### config.mk
export PLATFORM = sky130hd
export DESIGN_NAME = sig_analyzer
export DESIGN_NICKNAME = d
export VERILOG_FILES = /design/src/rtl/sig_pkg.sv /design/src/rtl/sig_input_sel.sv /design/src/rtl/sig_next_state.sv /design/src/rtl/sig_match.sv /design/src/rtl/sig_analyzer.sv
export SDC_FILE = /design/constraint.sdc
export NUM_CORES = 1
export LEC_CHECK = 0
export CAP_MARGIN = 20
export CORE_AREA = 2 2 39 41
export DETAILED_ROUTE_END_ITERATION = 16
export DIE_AREA = 0 0 41 43
export DONT_BUFFER_PORTS = 1
export PLACE_DENSITY_LB_ADDON = 0.25
export REMOVE_ABC_BUFFERS = 1
export SLEW_MARGIN = 20
export SYNTH_ARGS = -nofsm -noshare
export SYNTH_HDL_FRONTEND = slang
export SYNTH_SLANG_ARGS = --single-unit
### constraint.sdc
create_clock -name clk -period 1.1 [get_ports clk]
set_clock_uncertainty 0.1 [all_clocks]
set_input_delay 0.22 -clock clk [delete_from_list [all_inputs] [get_ports clk]]
set_output_delay 0.22 -clock clk [all_outputs]
set_load 0.005 [all_outputs]
### src/rtl/sig_pkg.sv
package sig_pkg;

  typedef enum logic {
    FEED_SERIAL   = 1'b0,
    FEED_PARALLEL = 1'b1
  } feed_mode_e;

  typedef enum logic [1:0] {
    ACT_CLEAR = 2'd0,
    ACT_STEP  = 2'd1,
    ACT_HOLD  = 2'd2
  } reg_action_e;

endpackage

### src/rtl/sig_input_sel.sv
module sig_input_sel #(
  parameter int WIDTH = 5
) (
  input  logic             mode,
  input  logic             ser_in,
  input  logic [WIDTH-1:0] par_in,
  output logic [WIDTH-1:0] din
);
  import sig_pkg::*;

  feed_mode_e mode_e;
  assign mode_e = feed_mode_e'(mode);

  // Stage 0 takes either the serial bit or word bit 0.
  assign din[0] = (mode_e == FEED_PARALLEL) ? par_in[0] : ser_in;

  // Upper stages see data only in parallel mode.
  for (genvar g = 1; g < WIDTH; g++) begin : g_upper
    assign din[g] = (mode_e == FEED_PARALLEL) ? par_in[g] : 1'b0;
  end

endmodule

### src/rtl/sig_next_state.sv
module sig_next_state #(
  parameter int             WIDTH = 5,
  parameter logic [WIDTH-1:0] TAPS  = 5'b01011
) (
  input  logic [WIDTH-1:0] cur,
  input  logic [WIDTH-1:0] din,
  output logic [WIDTH-1:0] nxt
);
  localparam int TOP = WIDTH - 1;

  logic fb;
  assign fb = cur[TOP];

  for (genvar g = 0; g < WIDTH; g++) begin : g_stage
    if (g == 0) begin : g_head
      if (TAPS[0]) begin : g_tap
        assign nxt[0] = din[0] ^ fb;
      end else begin : g_notap
        assign nxt[0] = din[0];
      end
    end else begin : g_body
      if (TAPS[g]) begin : g_tap
        assign nxt[g] = cur[g-1] ^ fb ^ din[g];
      end else begin : g_notap
        assign nxt[g] = cur[g-1] ^ din[g];
      end
    end
  end

endmodule

### src/rtl/sig_match.sv
module sig_match #(
  parameter int WIDTH = 5
) (
  input  logic             clk,
  input  logic             rst,
  input  logic             clear,
  input  logic             check,
  input  logic [WIDTH-1:0] cur,
  input  logic [WIDTH-1:0] exp_sig,
  output logic             pass
);
  logic equal;
  assign equal = (cur == exp_sig);

  always_ff @(posedge clk) begin
    if (rst || clear) begin
      pass <= 1'b0;
    end else if (check) begin
      pass <= equal;
    end
  end

endmodule

### src/rtl/sig_analyzer.sv
module sig_analyzer #(
  parameter int               WIDTH = 5,
  parameter logic [WIDTH-1:0] TAPS  = 5'b01011
) (
  input  logic             clk,
  input  logic             rst,
  input  logic             init,
  input  logic             en,
  input  logic             mode,
  input  logic             ser_in,
  input  logic [WIDTH-1:0] par_in,
  input  logic [WIDTH-1:0] exp_sig,
  input  logic             check,
  output logic [WIDTH-1:0] sig,
  output logic             pass
);
  import sig_pkg::*;

  localparam logic [WIDTH-1:0] ZERO = '0;

  logic [WIDTH-1:0] din;
  logic [WIDTH-1:0] nxt;
  logic [WIDTH-1:0] state_q;
  reg_action_e      act;

  sig_input_sel #(.WIDTH(WIDTH)) sel_i (
    .mode   (mode),
    .ser_in (ser_in),
    .par_in (par_in),
    .din    (din)
  );

  sig_next_state #(.WIDTH(WIDTH), .TAPS(TAPS)) ns_i (
    .cur (state_q),
    .din (din),
    .nxt (nxt)
  );

  always_comb begin
    if (rst || init) begin
      act = ACT_CLEAR;
    end else if (en) begin
      act = ACT_STEP;
    end else begin
      act = ACT_HOLD;
    end
  end

  always_ff @(posedge clk) begin
    case (act)
      ACT_CLEAR: state_q <= ZERO;
      ACT_STEP:  state_q <= nxt;
      default:   state_q <= state_q;
    endcase
  end

  sig_match #(.WIDTH(WIDTH)) cmp_i (
    .clk     (clk),
    .rst     (rst),
    .clear   (init),
    .check   (check),
    .cur     (state_q),
    .exp_sig (exp_sig),
    .pass    (pass)
  );

  assign sig = state_q;

endmodule

==> reports/qor.csv <==
metric;value;unit
final_cell_count_no_fill;65;
crit_type;flop to output pin;
fmax;766;MHz
cts_tree;built;
intPower;0.000479;W
dieArea;0.00176;mm2
min_period_over_period;1.19;
diodes;0;
overflow;0;
viasPerCell;4.42;
setup_slack;-0.206;ns
wl_per_cell;11.6;um
io_pins;23;
ys_seq_elements;6;
die_w;41;um
cts_hold_buf;0;
syn_area_per_cell;10.2;um2
synth_edf_count;5;
drtPass1Iterations;1;
initial_utilization;0.258;
arrival;0.99;ns
drt-total-wl;756;um
rsz0062_at_grt;yes;
gp_congestion;0.742;
area_growth;47.7;%
layout-drive-gt1-share;0.306;
io_buffers;0;
synth_area_leader_cell;edfxtp_1;
worstHoldPathCells;2;
switching_power;0.000146;W
grt_pass1_wl;1.22;mm
p_seq_frac;0.435;
die_h;43;um
clockBufferDepth;2;
drv_slew;0;
r2r_slack;-0.19;ns
worstPathRequired;0.78;ns
hold_path_class;input pin to flop;
failed_checks;setup timing;
hold_viol;0;
status;finished, violations left;
setup_viol;9;
seqCellArea;170;um2
synth_top_area_share;0.421;
synth_area;357;um2
pwr-share-comb;0.200;
drtIter0Drc;0;
finalNetCount;67;
ir_worst_vdd;670;uV
yosysMostFrequentCell;xnor2_1;
yosysSeqAreaShare;0.477;
drtAntennaViolNets;0;
root_buffer;clkbuf_4;
tightestPinTransition;0.239;ns
yosys-top-cells-count;xnor2_1 (9), nor2_1 (6), edfxtp_1 (5), nand2_1 (5), xor2_1 (3);
async_flop_share;0;
power_density;1190;mW/mm2
coreArea;0.00138;mm2
hp-start;check;
cts_buffers;3;
cts.clk_slew.worst_paths;0.05;ns
antenna_found_initial;0;
holdPathEnd;cmp_i.pass;
reg2reg_to;sig[0];
synth_area_leaders;edfxtp_1 (42%), xnor2_1 (22%), xor2_1 (7.4%), nor2_1 (6.3%), dfxtp_1 (5.6%);
path_max_fanout;4;
yosysWarningCount;0;
fp-row-count;14;
grt_pass1_vias;288;
dpl.cell_count;58;
vias;287;
p_sw_frac;0.233;
synthesis.instances;35;
cts_htree_levels;1;
r2r-start;sig[4];
relSlewSlack;0.840;
cap_violations;0;
multi_input_area;201;um2
power.share.clock;0.364;
drc;0;
synth-main-ff-cell;edfxtp_1;
n_fill_cell;145;
startpoint_type;flop;
p_leak;0.210;nW
grt_max_degree;6;
reg2reg_depth;4;
clock_latency;0.25;ns
holdWs;0.0289;ns
worstSetupEndpointType;output pin;
period_minus_slack;1.31;ns
clock-sinks;6;
synthDistinctLibCells;12;
track_usage;0.110;
-- how the worst max path moves through the flow --
stage / from / to / slack, ns / depth (start not counted)
2_1_floorplan: sig[4] / sig[1] / -0.11 / 3
5_1_grt: sig[4] / sig[4] / -0.26 / 2
4_1_cts: sig[4] / sig[4] / -0.20 / 2
6_report: sig[4] / sig[4] / -0.21 / 2
3_5_place_dp: sig[4] / cmp_i.pass / -0.11 / 4
3_3_place_gp: sig[4] / sig[3] / -0.08 / 3
-- sequential cells by signal, indices dropped and copies added, names as in the netlist --
signal / cells
cmp_i.pass: 1
sig: 5
-- critical path, stage by stage (launching register included) --
cell and delay, ns:
edfxtp_1 0.47, buf_6 0.17, buf_6 0.10
-- cell families (layout without fill, tap and decap cells) --
| group | Yosys count | count (layout) | share of synthesized area |
|---|---|---|---|
| multiplexers | 1 | 1 | 0.0281 |
| XOR/XNOR | 12 | 12 | 0.295 |
| AO/OA/AOI/OAI | 1 | 1 | 0.0140 |
| buffers and inverters | 0 | 14 | 0 |
| AND/OR/NAND/NOR | 15 | 15 | 0.186 |
| flip-flops | 6 | 6 | 0.477 |
-- layer usage --
layer | up-vias | track usage | routed length [um]
met1 | 128 | 0.125 | 279
met4 | 0 | 0.0600 | 0
li1 | 146 | - | -
met2 | 13 | 0.166 | 406
met5 | - | 0 | 0
met3 | 0 | 0.0471 | 71
-- layout by cell type, fill, tap and decap left out --
| cell | n |
|---|---|
| nand2_1 | 5 |
| nand3_1 | 1 |
| xnor2_2 | 2 |
| buf_4 | 1 |
| or3_1 | 1 |
| nand3b_1 | 1 |
| clkbuf_1 | 1 |
| xnor2_1 | 7 |
| dfxtp_1 | 1 |
| nand4_1 | 1 |
| edfxtp_1 | 5 |
| xor2_1 | 3 |
| o21ai_1 | 1 |
| nor2_1 | 6 |
| buf_6 | 9 |
| clkbuf_4 | 3 |
| mux2i_1 | 1 |
-- through the flow --
stage	util	setup WS (ns)	power (W)	TNS (ns)	instance area, um2
after floorplan	-	-0.114	0.000339	-0.212	357
after global placement	0.310	-0.0829	0.000370	-0.230	429
after detailed placement	0.310	-0.112	0.000371	-0.386	429
after CTS	0.375	-0.203	0.000634	-0.982	519
after global routing	0.381	-0.257	0.000668	-1.47	527
final	0.381	-0.206	0.000625	-0.871	527
-- final cells by class --
cell class,count,share of cell area
clock buffer,4,0.0499
timing repair buffer,10,0.207
multi-input combinational,29,0.382
tap,16,0.0380
sequential,6,0.323
-- power by group through the flow --
stage                     Combinational (W)  Sequential (W)  Clock, W
after floorplan                   0.0000605        0.000278         0
after global placement            0.0000944        0.000276         0
after detailed placement          0.0000940        0.000277         0
final                              0.000125        0.000272  0.000228
after CTS                          0.000125        0.000270  0.000239
after global routing               0.000140        0.000274  0.000255
-- repair_timing --
item | in CTS | in global routing
pin swaps | 4 | 4
setup endpoints to repair | 9 | 10
setup buffers | 4 | 0
resized for setup | 8 | 5
Note: power is estimated with default switching activity, not from simulation.
